**src/rtl/sb_pkg.sv**
```systemverilog
package sb_pkg;

    typedef enum logic [1:0] {
        UNIT_IDLE     = 2'd0,
        UNIT_WAIT_OPS = 2'd1,
        UNIT_EXEC     = 2'd2,
        UNIT_WAIT_WR  = 2'd3
    } unit_state_e;

endpackage

```
**src/rtl/sb_unit_fsm.sv**
```systemverilog
module sb_unit_fsm
    import sb_pkg::*;
#(
    parameter int REG_W = 3,
    parameter int TAG_W = 2
) (
    input  logic             clk,
    input  logic             rst_n,
    input  logic             issue_en,
    input  logic [REG_W-1:0] issue_dst,
    input  logic [REG_W-1:0] issue_src1,
    input  logic [REG_W-1:0] issue_src2,
    input  logic             issue_qj_v,
    input  logic [TAG_W-1:0] issue_qj,
    input  logic             issue_qk_v,
    input  logic [TAG_W-1:0] issue_qk,
    input  logic             bcast_v,
    input  logic [TAG_W-1:0] bcast_tag,
    input  logic             ex_done,
    input  logic             wr_grant,
    output unit_state_e      state_o,
    output logic [REG_W-1:0] fi_o,
    output logic [REG_W-1:0] fj_o,
    output logic [REG_W-1:0] fk_o,
    output logic             rj_o,
    output logic             rk_o,
    output logic             read_go,
    output logic             wr_req
);

    unit_state_e      state_q, state_d;
    logic [REG_W-1:0] fi_q, fj_q, fk_q;
    logic [TAG_W-1:0] qj_q, qk_q;
    logic             qj_v_q, qk_v_q;
    logic             rj_q, rk_q;

    // state register
    always_ff @(posedge clk) begin
        if (!rst_n) state_q <= UNIT_IDLE;
        else        state_q <= state_d;
    end

    // next state
    always_comb begin
        state_d = state_q;
        unique case (state_q)
            UNIT_IDLE:     if (issue_en)     state_d = UNIT_WAIT_OPS;
            UNIT_WAIT_OPS: if (rj_q && rk_q) state_d = UNIT_EXEC;
            UNIT_EXEC:     if (ex_done)      state_d = UNIT_WAIT_WR;
            UNIT_WAIT_WR:  if (wr_grant)     state_d = UNIT_IDLE;
        endcase
    end

    // outputs
    always_comb begin
        read_go = (state_q == UNIT_WAIT_OPS) && rj_q && rk_q;
        wr_req  = (state_q == UNIT_WAIT_WR);
        state_o = state_q;
        fi_o    = fi_q;
        fj_o    = fj_q;
        fk_o    = fk_q;
        rj_o    = rj_q;
        rk_o    = rk_q;
    end

    // instruction fields and operand readiness
    always_ff @(posedge clk) begin
        if (!rst_n) begin
            fi_q   <= '0;
            fj_q   <= '0;
            fk_q   <= '0;
            qj_q   <= '0;
            qk_q   <= '0;
            qj_v_q <= 1'b0;
            qk_v_q <= 1'b0;
            rj_q   <= 1'b0;
            rk_q   <= 1'b0;
        end else if (state_q == UNIT_IDLE && issue_en) begin
            fi_q   <= issue_dst;
            fj_q   <= issue_src1;
            fk_q   <= issue_src2;
            qj_q   <= issue_qj;
            qk_q   <= issue_qk;
            qj_v_q <= issue_qj_v;
            qk_v_q <= issue_qk_v;
            rj_q   <= !issue_qj_v;
            rk_q   <= !issue_qk_v;
        end else if (state_q == UNIT_WAIT_OPS) begin
            if (rj_q && rk_q) begin
                rj_q <= 1'b0;
                rk_q <= 1'b0;
            end else begin
                if (bcast_v && qj_v_q && qj_q == bcast_tag) begin
                    qj_v_q <= 1'b0;
                    rj_q   <= 1'b1;
                end
                if (bcast_v && qk_v_q && qk_q == bcast_tag) begin
                    qk_v_q <= 1'b0;
                    rk_q   <= 1'b1;
                end
            end
        end
    end

endmodule

```
**src/rtl/sb_reg_status.sv**
```systemverilog
module sb_reg_status #(
    parameter int NUM_REG = 8,
    parameter int TAG_W   = 2,
    localparam int REG_W  = $clog2(NUM_REG)
) (
    input  logic                            clk,
    input  logic                            rst_n,
    input  logic                            set_en,
    input  logic [REG_W-1:0]                set_reg,
    input  logic [TAG_W-1:0]                set_tag,
    input  logic                            clr_en,
    input  logic [REG_W-1:0]                clr_reg,
    output logic [NUM_REG-1:0]              pend_v,
    output logic [NUM_REG-1:0][TAG_W-1:0]   pend_tag
);

    for (genvar r = 0; r < NUM_REG; r++) begin : g_reg
        always_ff @(posedge clk) begin
            if (!rst_n) begin
                pend_v[r]   <= 1'b0;
                pend_tag[r] <= '0;
            end else if (set_en && set_reg == REG_W'(r)) begin
                pend_v[r]   <= 1'b1;
                pend_tag[r] <= set_tag;
            end else if (clr_en && clr_reg == REG_W'(r)) begin
                pend_v[r]   <= 1'b0;
            end
        end
    end

endmodule

```
**src/rtl/sb_wr_arbiter.sv**
```systemverilog
module sb_wr_arbiter #(
    parameter int N = 3
) (
    input  logic [N-1:0] req,
    output logic [N-1:0] grant
);

    logic taken;

    always_comb begin
        taken = 1'b0;
        for (int i = 0; i < N; i++) begin
            grant[i] = req[i] && !taken;
            taken    = taken | req[i];
        end
    end

endmodule

```
**src/rtl/scoreboard_ctrl.sv**
```systemverilog
module scoreboard_ctrl
    import sb_pkg::*;
#(
    parameter int NUM_FU  = 3,
    parameter int NUM_REG = 8,
    localparam int REG_W  = $clog2(NUM_REG),
    localparam int TAG_W  = (NUM_FU > 1) ? $clog2(NUM_FU) : 1
) (
    input  logic              clk,
    input  logic              rst_n,
    input  logic              in_valid,
    input  logic [TAG_W-1:0]  in_unit,
    input  logic [REG_W-1:0]  in_dst,
    input  logic [REG_W-1:0]  in_src1,
    input  logic [REG_W-1:0]  in_src2,
    input  logic [NUM_FU-1:0] fu_done,
    output logic              issue_stall,
    output logic [NUM_FU-1:0] fu_read_go,
    output logic [NUM_FU-1:0] fu_write_go,
    output logic              rf_we,
    output logic [REG_W-1:0]  rf_waddr
);

    unit_state_e                    unit_state [NUM_FU];
    logic [NUM_FU-1:0][REG_W-1:0]   fi_arr, fj_arr, fk_arr;
    logic [NUM_FU-1:0]              rj_vec, rk_vec, wait_ops_vec, busy_vec;
    logic [NUM_FU-1:0]              wr_req_vec, war_ok, issue_sel;
    logic [NUM_REG-1:0]             pend_v;
    logic [NUM_REG-1:0][TAG_W-1:0]  pend_tag;
    logic                           unit_known, unit_busy, issue_fire;
    logic                           src1_pend, src2_pend;
    logic [TAG_W-1:0]               bcast_tag;

    // unit selection and issue decision
    always_comb begin
        unit_known = 1'b0;
        unit_busy  = 1'b0;
        for (int u = 0; u < NUM_FU; u++) begin
            if (in_unit == TAG_W'(u)) begin
                unit_known = 1'b1;
                unit_busy  = busy_vec[u];
            end
        end
        issue_fire  = in_valid && unit_known && !unit_busy && !pend_v[in_dst];
        issue_stall = in_valid && !issue_fire;
        for (int u = 0; u < NUM_FU; u++) begin
            issue_sel[u] = issue_fire && (in_unit == TAG_W'(u));
        end
    end

    // source pending at issue, freed by a same-cycle write
    always_comb begin
        src1_pend = pend_v[in_src1] && !(rf_we && rf_waddr == in_src1);
        src2_pend = pend_v[in_src2] && !(rf_we && rf_waddr == in_src2);
    end

    // write-after-read guard per unit
    always_comb begin
        for (int f = 0; f < NUM_FU; f++) begin
            war_ok[f] = 1'b1;
            for (int g = 0; g < NUM_FU; g++) begin
                if (g != f && wait_ops_vec[g] &&
                    ((rj_vec[g] && fj_arr[g] == fi_arr[f]) ||
                     (rk_vec[g] && fk_arr[g] == fi_arr[f]))) begin
                    war_ok[f] = 1'b0;
                end
            end
        end
    end

    sb_wr_arbiter #(.N(NUM_FU)) u_arb (
        .req   (wr_req_vec & war_ok),
        .grant (fu_write_go)
    );

    // write port encode
    always_comb begin
        rf_we     = |fu_write_go;
        rf_waddr  = '0;
        bcast_tag = '0;
        for (int u = 0; u < NUM_FU; u++) begin
            if (fu_write_go[u]) begin
                rf_waddr  = fi_arr[u];
                bcast_tag = TAG_W'(u);
            end
        end
    end

    sb_reg_status #(.NUM_REG(NUM_REG), .TAG_W(TAG_W)) u_status (
        .clk      (clk),
        .rst_n    (rst_n),
        .set_en   (issue_fire),
        .set_reg  (in_dst),
        .set_tag  (in_unit),
        .clr_en   (rf_we),
        .clr_reg  (rf_waddr),
        .pend_v   (pend_v),
        .pend_tag (pend_tag)
    );

    for (genvar u = 0; u < NUM_FU; u++) begin : g_unit
        sb_unit_fsm #(.REG_W(REG_W), .TAG_W(TAG_W)) u_fsm (
            .clk        (clk),
            .rst_n      (rst_n),
            .issue_en   (issue_sel[u]),
            .issue_dst  (in_dst),
            .issue_src1 (in_src1),
            .issue_src2 (in_src2),
            .issue_qj_v (src1_pend),
            .issue_qj   (pend_tag[in_src1]),
            .issue_qk_v (src2_pend),
            .issue_qk   (pend_tag[in_src2]),
            .bcast_v    (rf_we),
            .bcast_tag  (bcast_tag),
            .ex_done    (fu_done[u]),
            .wr_grant   (fu_write_go[u]),
            .state_o    (unit_state[u]),
            .fi_o       (fi_arr[u]),
            .fj_o       (fj_arr[u]),
            .fk_o       (fk_arr[u]),
            .rj_o       (rj_vec[u]),
            .rk_o       (rk_vec[u]),
            .read_go    (fu_read_go[u]),
            .wr_req     (wr_req_vec[u])
        );
        assign busy_vec[u]     = (unit_state[u] != UNIT_IDLE);
        assign wait_ops_vec[u] = (unit_state[u] == UNIT_WAIT_OPS);
    end

endmodule

```
**config.mk**
```make
export PLATFORM = sky130hd
export DESIGN_NAME = scoreboard_ctrl
export DESIGN_NICKNAME = d
export VERILOG_FILES = /design/src/rtl/sb_pkg.sv /design/src/rtl/sb_unit_fsm.sv /design/src/rtl/sb_reg_status.sv /design/src/rtl/sb_wr_arbiter.sv /design/src/rtl/scoreboard_ctrl.sv
export SDC_FILE = /design/constraint.sdc
export NUM_CORES = 1
export LEC_CHECK = 0
export ABC_AREA = 1
export BUFFER_PORTS_ARGS = -buffer_cell sky130_fd_sc_hd__buf_4
export CORE_MARGIN = 4
export CORE_UTILIZATION = 40
export CTS_BUF_LIST = sky130_fd_sc_hd__clkbuf_8
export CTS_CLUSTER_SIZE = 14
export DETAILED_ROUTE_END_ITERATION = 12
export MAX_ROUTING_LAYER = met4
export PLACE_DENSITY_LB_ADDON = 0.08
export SKIP_CTS_REPAIR_TIMING = 1
export SYNTH_ARGS = -nofsm -noshare
export SYNTH_HDL_FRONTEND = slang
export SYNTH_SLANG_ARGS = --single-unit
```
**constraint.sdc**
```tcl
create_clock -name clk -period 5 [get_ports clk]
set_input_delay 1 -clock clk [delete_from_list [all_inputs] [get_ports clk]]
set_output_delay 1 -clock clk [all_outputs]
set_load 0.005 [all_outputs]
```
==> impl_metrics.ini, run 1 <==
[outcome]
status = finished clean

[global_route]
grt_pass1_wl_um = 25700
use_met1_pct = 29.7
grt-busiest-layer = met2
grt_usage_pct = 23.4
grt_max_degree = 58
use_met2_pct = 38.2
grtUsageMet3_pct = 2.73
grt-ovfl-total = 0
antenna_found_initial = 0
grt_pass1_vias = 4770

[placement]
place_congestion = 0.942
dp_slack_ns = 1.57
dp_hpwl_um = 11600
dpl_cell_area_um2 = 5230
portBuffers = 27
placed_cells = 934

[finish]
fin_cells = 949
fin_area_um2 = 5430
drive_gt1_share_pct = 11.8
num-nets-final = 806
diodes = 0
syn_to_final_growth_pct = 8.70

[setup_path]
cp_cell_sequence = inv_2 -> o21ai_0 -> nor2_1 -> nand2_1 -> nand2_1 -> nand2_1 -> nand2_1 -> nor2_2 -> nand4_1 -> nand2_4 -> buf_4
worstPathRequired_ns = 4.00
crit_path_max_fanout = 8
cp-start-kind = flop
regToRegSetupSlack_ns = 2.22
r2r_cells = 13
rr_startpoint = g_unit[1].u_fsm.state_o[0]$_SDFFE_PN0P_
crit_top_cell = nand2_1
slowest_stage = dfxtp_1
max_stage_delay_ns = 0.61
end_kind = primary output
r2r_end = g_unit[2].u_fsm.state_o[0]$_SDFFE_PN0P_
cp_top_family = simple AND/OR/NAND/NOR gates
path_class = flop to primary output
path_buf_inv = 2
arrival_ns = 2.49

[route]
routedWlPerCell_um = 16.7
via_per_inst = 5.27
remaining_drc_errors = 0
drt-total-wl_um = 15800
num_vias = 4997
initialDrtViolationCount = 379
postRouteAntennaNets = 0
drt-pass1-iter-count = 5

[synth]
synth_top_cell_by_area = dfxtp_1
syn-cell-area_um2 = 4990
async_flop_share_pct = 0
synth_area_leaders = dfxtp_1, nand2_1, a21oi_1
syn_inst = 774
synth.yosys.warnings = 0
syn_nets = 803
synth_edf_count = 0
synth_common_cells = nand2_1, a21oi_1, o21ai_0
synth_top_area_share_pct = 32.5
ys_seq_area_share_pct = 32.5
synth_cell_types = 39
post-synth-top-count-cell = nand2_1
syn_avg_cell_area_um2 = 6.45
ys.flop_type = dfxtp_1
synth-seq-cells = 81

[sta]
hold_violations = 0
slew_violations = 0
setup_tns_ns = 0
fmaxAchievable_ghz = 0.286
setup_viol = 0
maxSlewHeadroom_pct = 40.0
fin_skew_ns = 0.0113
period_share_pct = 69.9
setup_slack_ns = 1.51
period_minus_slack_ns = 3.49
rsz0062_at_grt = false
tightest_slew_ns = 0.894

[pwr]
p_per_area_nw_per_um2 = 345
irDropWorstVdd_mv = 0.176
totalPowerFinal_uw = 1870
leakagePower_uw = 0.00229

[die]
dieArea_um2 = 14300
core-area_um2 = 12100
row_count = 40
dieHeight_um = 120
die_w_um = 120
initial_core_util_pct = 41.2
ios = 28

[clock_tree]
cts_inserted_buffers = 9
htree_num_levels = 3
insertion_delay_ns = 0.37
cts.sink_count = 81
cts_tree = done
ctsRootBufferMaster = clkbuf_8
clock_path_buffers = 2
clk_pin_slew_ns = 0.08

[min_path]
holdCritPathClass = flop to flop
worstHoldStart = u_status.pend_v[6]$_SDFFE_PN0P_
hold_path_depth = 2
holdPathEnd = u_status.pend_v[6]$_SDFFE_PN0P_

[flow_run]
drv_cap = 0
-- final cells by class --
cell class              count  area [um2]
fillers                  1328        6690
multi-input cells         573        2880
flip-flops and latches     81        1620
inverters                  85         319
well taps                 168         210
repair buffers             27         203
clock buffers              11         151
clock inverters             4        43.8
-- worst max-delay path by stage --
stage	start	cells after the start	endpoint
after floorplan	in_unit[0]	9	issue_stall
after global placement	in_dst[0]	14	g_unit[0].u_fsm.state_o[0]$_SDFFE_PN0P_
after detailed placement	in_dst[0]	15	g_unit[2].u_fsm.state_o[0]$_SDFFE_PN0P_
after CTS	g_unit[2].u_fsm.fi_o[0]$_SDFFE_PN0P_	11	rf_waddr[1]
after global routing	g_unit[2].u_fsm.fi_o[0]$_SDFFE_PN0P_	11	rf_waddr[1]
final	g_unit[2].u_fsm.fi_o[0]$_SDFFE_PN0P_	11	rf_waddr[1]
-- cell families (layout without fill, tap and decap cells) --
family | count (synthesis) | in the layout | synth area share, %
buf+inv | 120 | 127 | 9.88
xor+xnor | 7 | 7 | 1.23
compound gates | 214 | 214 | 22.8
flops | 81 | 81 | 32.5
simple gates | 340 | 340 | 30.6
fa+ha+maj | 12 | 12 | 3.01
-- layer usage --
layer / up-vias / share of wire, %
met3: 34 / 4.7
met2: 132 / 47
met1: 2311 / 45
met5: - / 0
li1: 2520 / -
met4: 0 / 3.0
-- sequential cells by signal (all words and copies together), names as in the netlist, 6 cells and up --
register / cells
g_unit.u_fsm.state_o: 6
u_status.pend_v: 8
g_unit.u_fsm.qj_q: 6
g_unit.u_fsm.qk_q: 6
u_status.pend_tag: 16
g_unit.u_fsm.fj_o: 9
g_unit.u_fsm.fk_o: 9
g_unit.u_fsm.fi_o: 9
-- placed cells by master (no fill, tap or decap), types with 3 or more instances in the layout --
cell type    n
nand2_1    183
o21ai_0     91
a21oi_1     91
nor2_1      84
dfxtp_1     81
inv_1       69
buf_4       27
nand3_1     22
inv_2       14
ha_1        12
clkbuf_8    11
nand4_1     10
nand2_4      9
nand2_2      8
nor3_1       8
o211ai_1     7
a31oi_1      6
o21ai_1      5
xor2_1       5
a21oi_2      5
nand3_2      4
clkinv_1     3
or2_2        3
a211oi_1     3
-- through the flow --
| stage | hold slack (ns) | utilization (%) |
|---|---|---|
| after floorplan | 0.439 | - |
| after global placement | 0.454 | 43.2 |
| after CTS | 0.468 | 44.8 |
| after global routing | 0.497 | 44.8 |
| after detailed placement | 0.457 | 43.2 |
| final | 0.468 | 44.8 |
-- power by group --
group          leakage, uW  total (uW)  internal, uW  switching, uW
registers         0.000658         768           707           61.6
logic              0.00152         601           200            401
clock network     0.000106         500           252            247
-- worst reg2reg max path, delay by kind of cell, from the launching register on --
kind                     cells  cell delay [ns]
AO/OA/AOI/OAI                2             0.26
adder cells (fa/ha/maj)      1             0.22
buffers and inverters        2             0.34
flip-flops                   1             0.35
AND/OR/NAND/NOR              8             1.51
Note: power is estimated with default switching activity, not from simulation.
==> run 2, diff against run 1 <==
Clock period 5 ns to 2.91 ns, I/O delays scaled along.
==> impl_metrics.ini, run 2 (same netlist as run 1, synthesis figures left out) <==
[pwr]
leakagePower_uw = 0.00237
totalPowerFinal_uw = 3100
p_per_area_nw_per_um2 = 559
irDropWorstVdd_mv = 0.373

[finish]
largest-register = u_status.pend_tag
syn_to_final_growth_pct = 11.3
drive_gt1_share_pct = 14.4
final_cell_mix = nand2_1, o21ai_0, a21oi_1
fillers = 1351
fin_area_um2 = 5550
num-nets-final = 826
mostFrequentLayoutCell = nand2_1
largest_register_ffs = 16
diodes = 0

[setup_path]
r2r_cells = 21
rr_startpoint = g_unit[1].u_fsm.fi_o[0]$_SDFFE_PN0P_
arrival_ns = 2.21
crit_path_max_fanout = 12
end_kind = primary output
regToRegSetupSlack_ns = 0.45
cp-start-kind = flop
r2r_end = g_unit[2].u_fsm.rk_o$_SDFFE_PN0P_
worstPathRequired_ns = 2.33
path_class = flop to primary output

[clock_tree]
clock_path_buffers = 2
insertion_delay_ns = 0.37
cts_tree = done
clk_pin_slew_ns = 0.08
htree_num_levels = 3
cts.sink_count = 81
cts_inserted_buffers = 9
ctsRootBufferMaster = clkbuf_8

[flow_run]
drv_cap = 0

[route]
initialDrtViolationCount = 396
remaining_drc_errors = 0
num_vias = 5030
postRouteAntennaNets = 0
wl_met3_um = 716
wl_met1_um = 7330
drt-pass1-iter-count = 4
routedWlPerCell_um = 17.1
via_per_inst = 5.20
drt-total-wl_um = 16500
wl_met2_um = 7960
top_layer = met4

[sta]
rsz0062_at_grt = true
period_minus_slack_ns = 2.79
hold_violations = 0
tightest_slew_ns = 0.633
fmaxAchievable_ghz = 0.358
period_share_pct = 95.9
slew_violations = 0
maxSlewHeadroom_pct = 57.6
setup_viol = 0
fin_skew_ns = 0.0133

[placement]
place_congestion = 0.914
dpl_cell_area_um2 = 5370
portBuffers = 27
dp_hpwl_um = 12300

[global_route]
grt_pass1_wl_um = 25900
grt-ovfl-total = 0
grt_pass1_vias = 4755
antenna_found_initial = 0
grt_usage_pct = 24.0
grt_max_degree = 57

[die]
core-area_um2 = 12100
ios = 28
row_count = 40
die_w_um = 120
initial_core_util_pct = 41.2
dieHeight_um = 120
dieArea_um2 = 14300

[min_path]
hold_path_depth = 2
worstHoldStart = u_status.pend_v[5]$_SDFFE_PN0P_
holdPathEnd = u_status.pend_v[5]$_SDFFE_PN0P_
holdCritPathClass = flop to flop

[outcome]
status = finished clean
## run 2: layout make-up
cell class,count,area [um2],share of cell area (%)
multi-input combinational,573,2890,52.1
sequential,81,1630,29.3
timing repair buffer,47,353,6.35
inverter,85,322,5.79
tap,168,210,3.78
clock buffer,10,138,2.48
clock inverter,3,12.5,0.225
## run 2: worst max path at each step
stage / end / slack (ns) / start
finish: rf_waddr[0] / 0.12 / g_unit[1].u_fsm.fi_o[0]$_SDFFE_PN0P_
detailed placement: g_unit[1].u_fsm.rj_o$_SDFFE_PN0P_ / 0.42 / in_dst[0]
CTS: rf_waddr[0] / 0.07 / g_unit[0].u_fsm.fi_o[2]$_SDFFE_PN0P_
global route: rf_waddr[0] / -0.02 / g_unit[1].u_fsm.fi_o[0]$_SDFFE_PN0P_
floorplan: g_unit[2].u_fsm.rk_o$_SDFFE_PN0P_ / 0.71 / in_unit[0]
global placement: g_unit[1].u_fsm.rj_o$_SDFFE_PN0P_ / 0.40 / in_dst[0]
## run 2: power breakdown
part / total (uW) / leakage, uW / switching, uW / internal (uW)
clock network: 715 / 0.0000865 / 403 / 312
logic: 1070 / 0.00162 / 702 / 371
registers: 1320 / 0.000660 / 100 / 1220
total: 3100 / 0.00237 / 1210 / 1900
## run 2: layer usage
metal  vias to the layer above  GRT usage (%)
met5                         -              -
met4                         0           9.09
met3                        30           5.42
met2                       112           39.1
met1                      2320           29.2
li1                       2568              -
## run 2: critical path, cell delays in order (launching register included)
cell and delay (ns):
dfxtp_1 0.37, inv_4 0.12, nand2_1 0.07, nand2_1 0.07, nor2_1 0.04, nand2_1 0.05, nand2_1 0.07, nand2_1 0.11
nand2_1 0.10, nor2_4 0.22, nand2_8 0.13, nand2_1 0.09, nand2_1 0.10, nand2_2 0.15, buf_4 0.13
## run 2: per-stage QoR
stage	hold slack (ns)	setup TNS (ns)	worst slack [ns]	cells	util [%]
global placement	0.453	0	0.397	952	44.3
global route	0.476	-0.0240	-0.0240	967	45.9
finish	0.464	0	0.119	967	45.9
detailed placement	0.458	0	0.420	952	44.3
floorplan	0.439	0	0.707	774	-
CTS	0.468	0	0.0674	965	45.5
==> run 3, diff against run 2 <==
Settings changed: RECOVER_POWER from default to 100.
==> impl_metrics.ini, run 3 (same netlist as run 1, synthesis figures left out) <==
[placement]
dp_slack_ns = 0.420
dpl_cell_area_um2 = 5370
dp_hpwl_um = 12300
portBuffers = 27
place_congestion = 0.914

[setup_path]
cp_cell_sequence = inv_4 -> nand2_1 -> nand2_1 -> nor2_1 -> nand2_1 -> nand2_1 -> nand2_1 -> nand2_1 -> nor2_4 -> nand2_8 -> nand2_1 -> nand2_1 -> nand2_2 -> buf_4
max_stage_delay_ns = 0.36
path_buf_inv = 2
cp_top_family = simple AND/OR/NAND/NOR gates
arrival_ns = 2.19
crit_path_max_fanout = 12
worstPathRequired_ns = 2.33
path_class = flop to primary output
crit_top_cell = nand2_1
end_kind = primary output
slowest_stage = dfxtp_1
cp-start-kind = flop

[pwr]
irDropWorstVdd_mv = 0.374
sequentialPowerShare_pct = 42.6
clkPwrFrac_pct = 23.2
leakagePower_uw = 0.00236
p_int_uw = 1890
switching_share_pct = 38.8
p_per_area_nw_per_um2 = 560
combPwrFrac_pct = 34.2
p_switching_uw = 1200

[die]
dieArea_um2 = 14300
dieHeight_um = 120
core-area_um2 = 12100
die_w_um = 120
row_count = 40
initial_core_util_pct = 41.2
ios = 28

[flow_run]
drv_cap = 0

[global_route]
grt_max_degree = 57
antenna_found_initial = 0
grt_pass1_wl_um = 25900
grt-ovfl-total = 0
grt_pass1_vias = 4755
grt_usage_pct = 24.0

[finish]
diodes = 0
num-nets-final = 826
fin_area_um2 = 5520
final_cell_mix = nand2_1, o21ai_0, a21oi_1
largest-register = u_status.pend_tag
mostFrequentLayoutCell = nand2_1
fillers = 1358
largest_register_ffs = 16
drive_gt1_share_pct = 13.5
utilization_pct = 45.6
syn_to_final_growth_pct = 10.6

[clock_tree]
cts_inserted_buffers = 9
insertion_delay_ns = 0.37
ctsRootBufferMaster = clkbuf_8
cts.sink_count = 81
htree_num_levels = 3
cts_tree = done
clock_path_buffers = 2
clk_pin_slew_ns = 0.08

[sta]
period_share_pct = 95.3
maxSlewHeadroom_pct = 57.6
rsz0062_at_grt = true
tightest_slew_ns = 0.632
period_minus_slack_ns = 2.77
hold_violations = 0
fmaxAchievable_ghz = 0.360
slew_violations = 0
setup_tns_ns = 0
fin_skew_ns = 0.0127
setup_viol = 0
setup_slack_ns = 0.136
whs_ns = 0.465

[outcome]
status = finished clean

[route]
drt-pass1-iter-count = 5
via_per_inst = 5.22
remaining_drc_errors = 0
postRouteAntennaNets = 0
drt-total-wl_um = 16500
num_vias = 5052
initialDrtViolationCount = 425
routedWlPerCell_um = 17.1

[min_path]
holdCritPathClass = flop to flop
## run 3: path summary, 6_finish.rpt
check / startpoint / endpoint / slack (ns) / cells past startpoint
max: g_unit[1].u_fsm.fi_o[0]$_SDFFE_PN0P_ / rf_waddr[0] / 0.14 / 14
min: u_status.pend_v[5]$_SDFFE_PN0P_ / u_status.pend_v[5]$_SDFFE_PN0P_ / 0.47 / 2
max reg2reg: g_unit[0].u_fsm.state_o[1]$_SDFFE_PN0P_ / g_unit[2].u_fsm.state_o[0]$_SDFFE_PN0P_ / 0.39 / 13
min reg2reg: u_status.pend_v[5]$_SDFFE_PN0P_ / u_status.pend_v[5]$_SDFFE_PN0P_ / 0.47 / 2
## run 3: area by class of cell
type / instances / area (um2) / area share [%]
clock buffer: 10 / 138 / 2.49
clock inverter: 3 / 12.5 / 0.227
inverter: 85 / 322 / 5.83
multi-input combinational: 573 / 2870 / 51.9
sequential: 81 / 1630 / 29.5
tap: 168 / 210 / 3.81
timing repair buffer: 47 / 344 / 6.23
## run 3: power groups by stage
stage,sequential [uW],clock [uW],combinational (uW)
3_5_place_dp,1340,0,1060
2_1_floorplan,1310,0,769
6_report,1320,716,1060
4_1_cts,1310,736,1060
3_3_place_gp,1330,0,1050
5_1_grt,1330,788,1210
## run 3: routing by layer
| layer | up-vias | wire length [um] | global-route usage, % |
|---|---|---|---|
| li1 | 2576 | - | - |
| met1 | 2319 | 7340 | 29.2 |
| met5 | - | 0 | - |
| met2 | 128 | 7920 | 39.1 |
| met4 | 0 | 518 | 9.09 |
| met3 | 29 | 738 | 5.42 |
## run 3: tightest hold or removal path: cells and delay by family (launching register included)
family | cells | cell delay, ns
DFF | 1 | 0.31
and+or+nand+nor | 1 | 0.06
AOI/OAI and AO/OA | 1 | 0.05
## run 3: per-stage QoR
stage                     total power, uW  cells
after floorplan                      2070    774
after global placement               2380    952
after detailed placement             2400    952
after CTS                            3110    965
after global routing                 3330    967
final                                3090    967
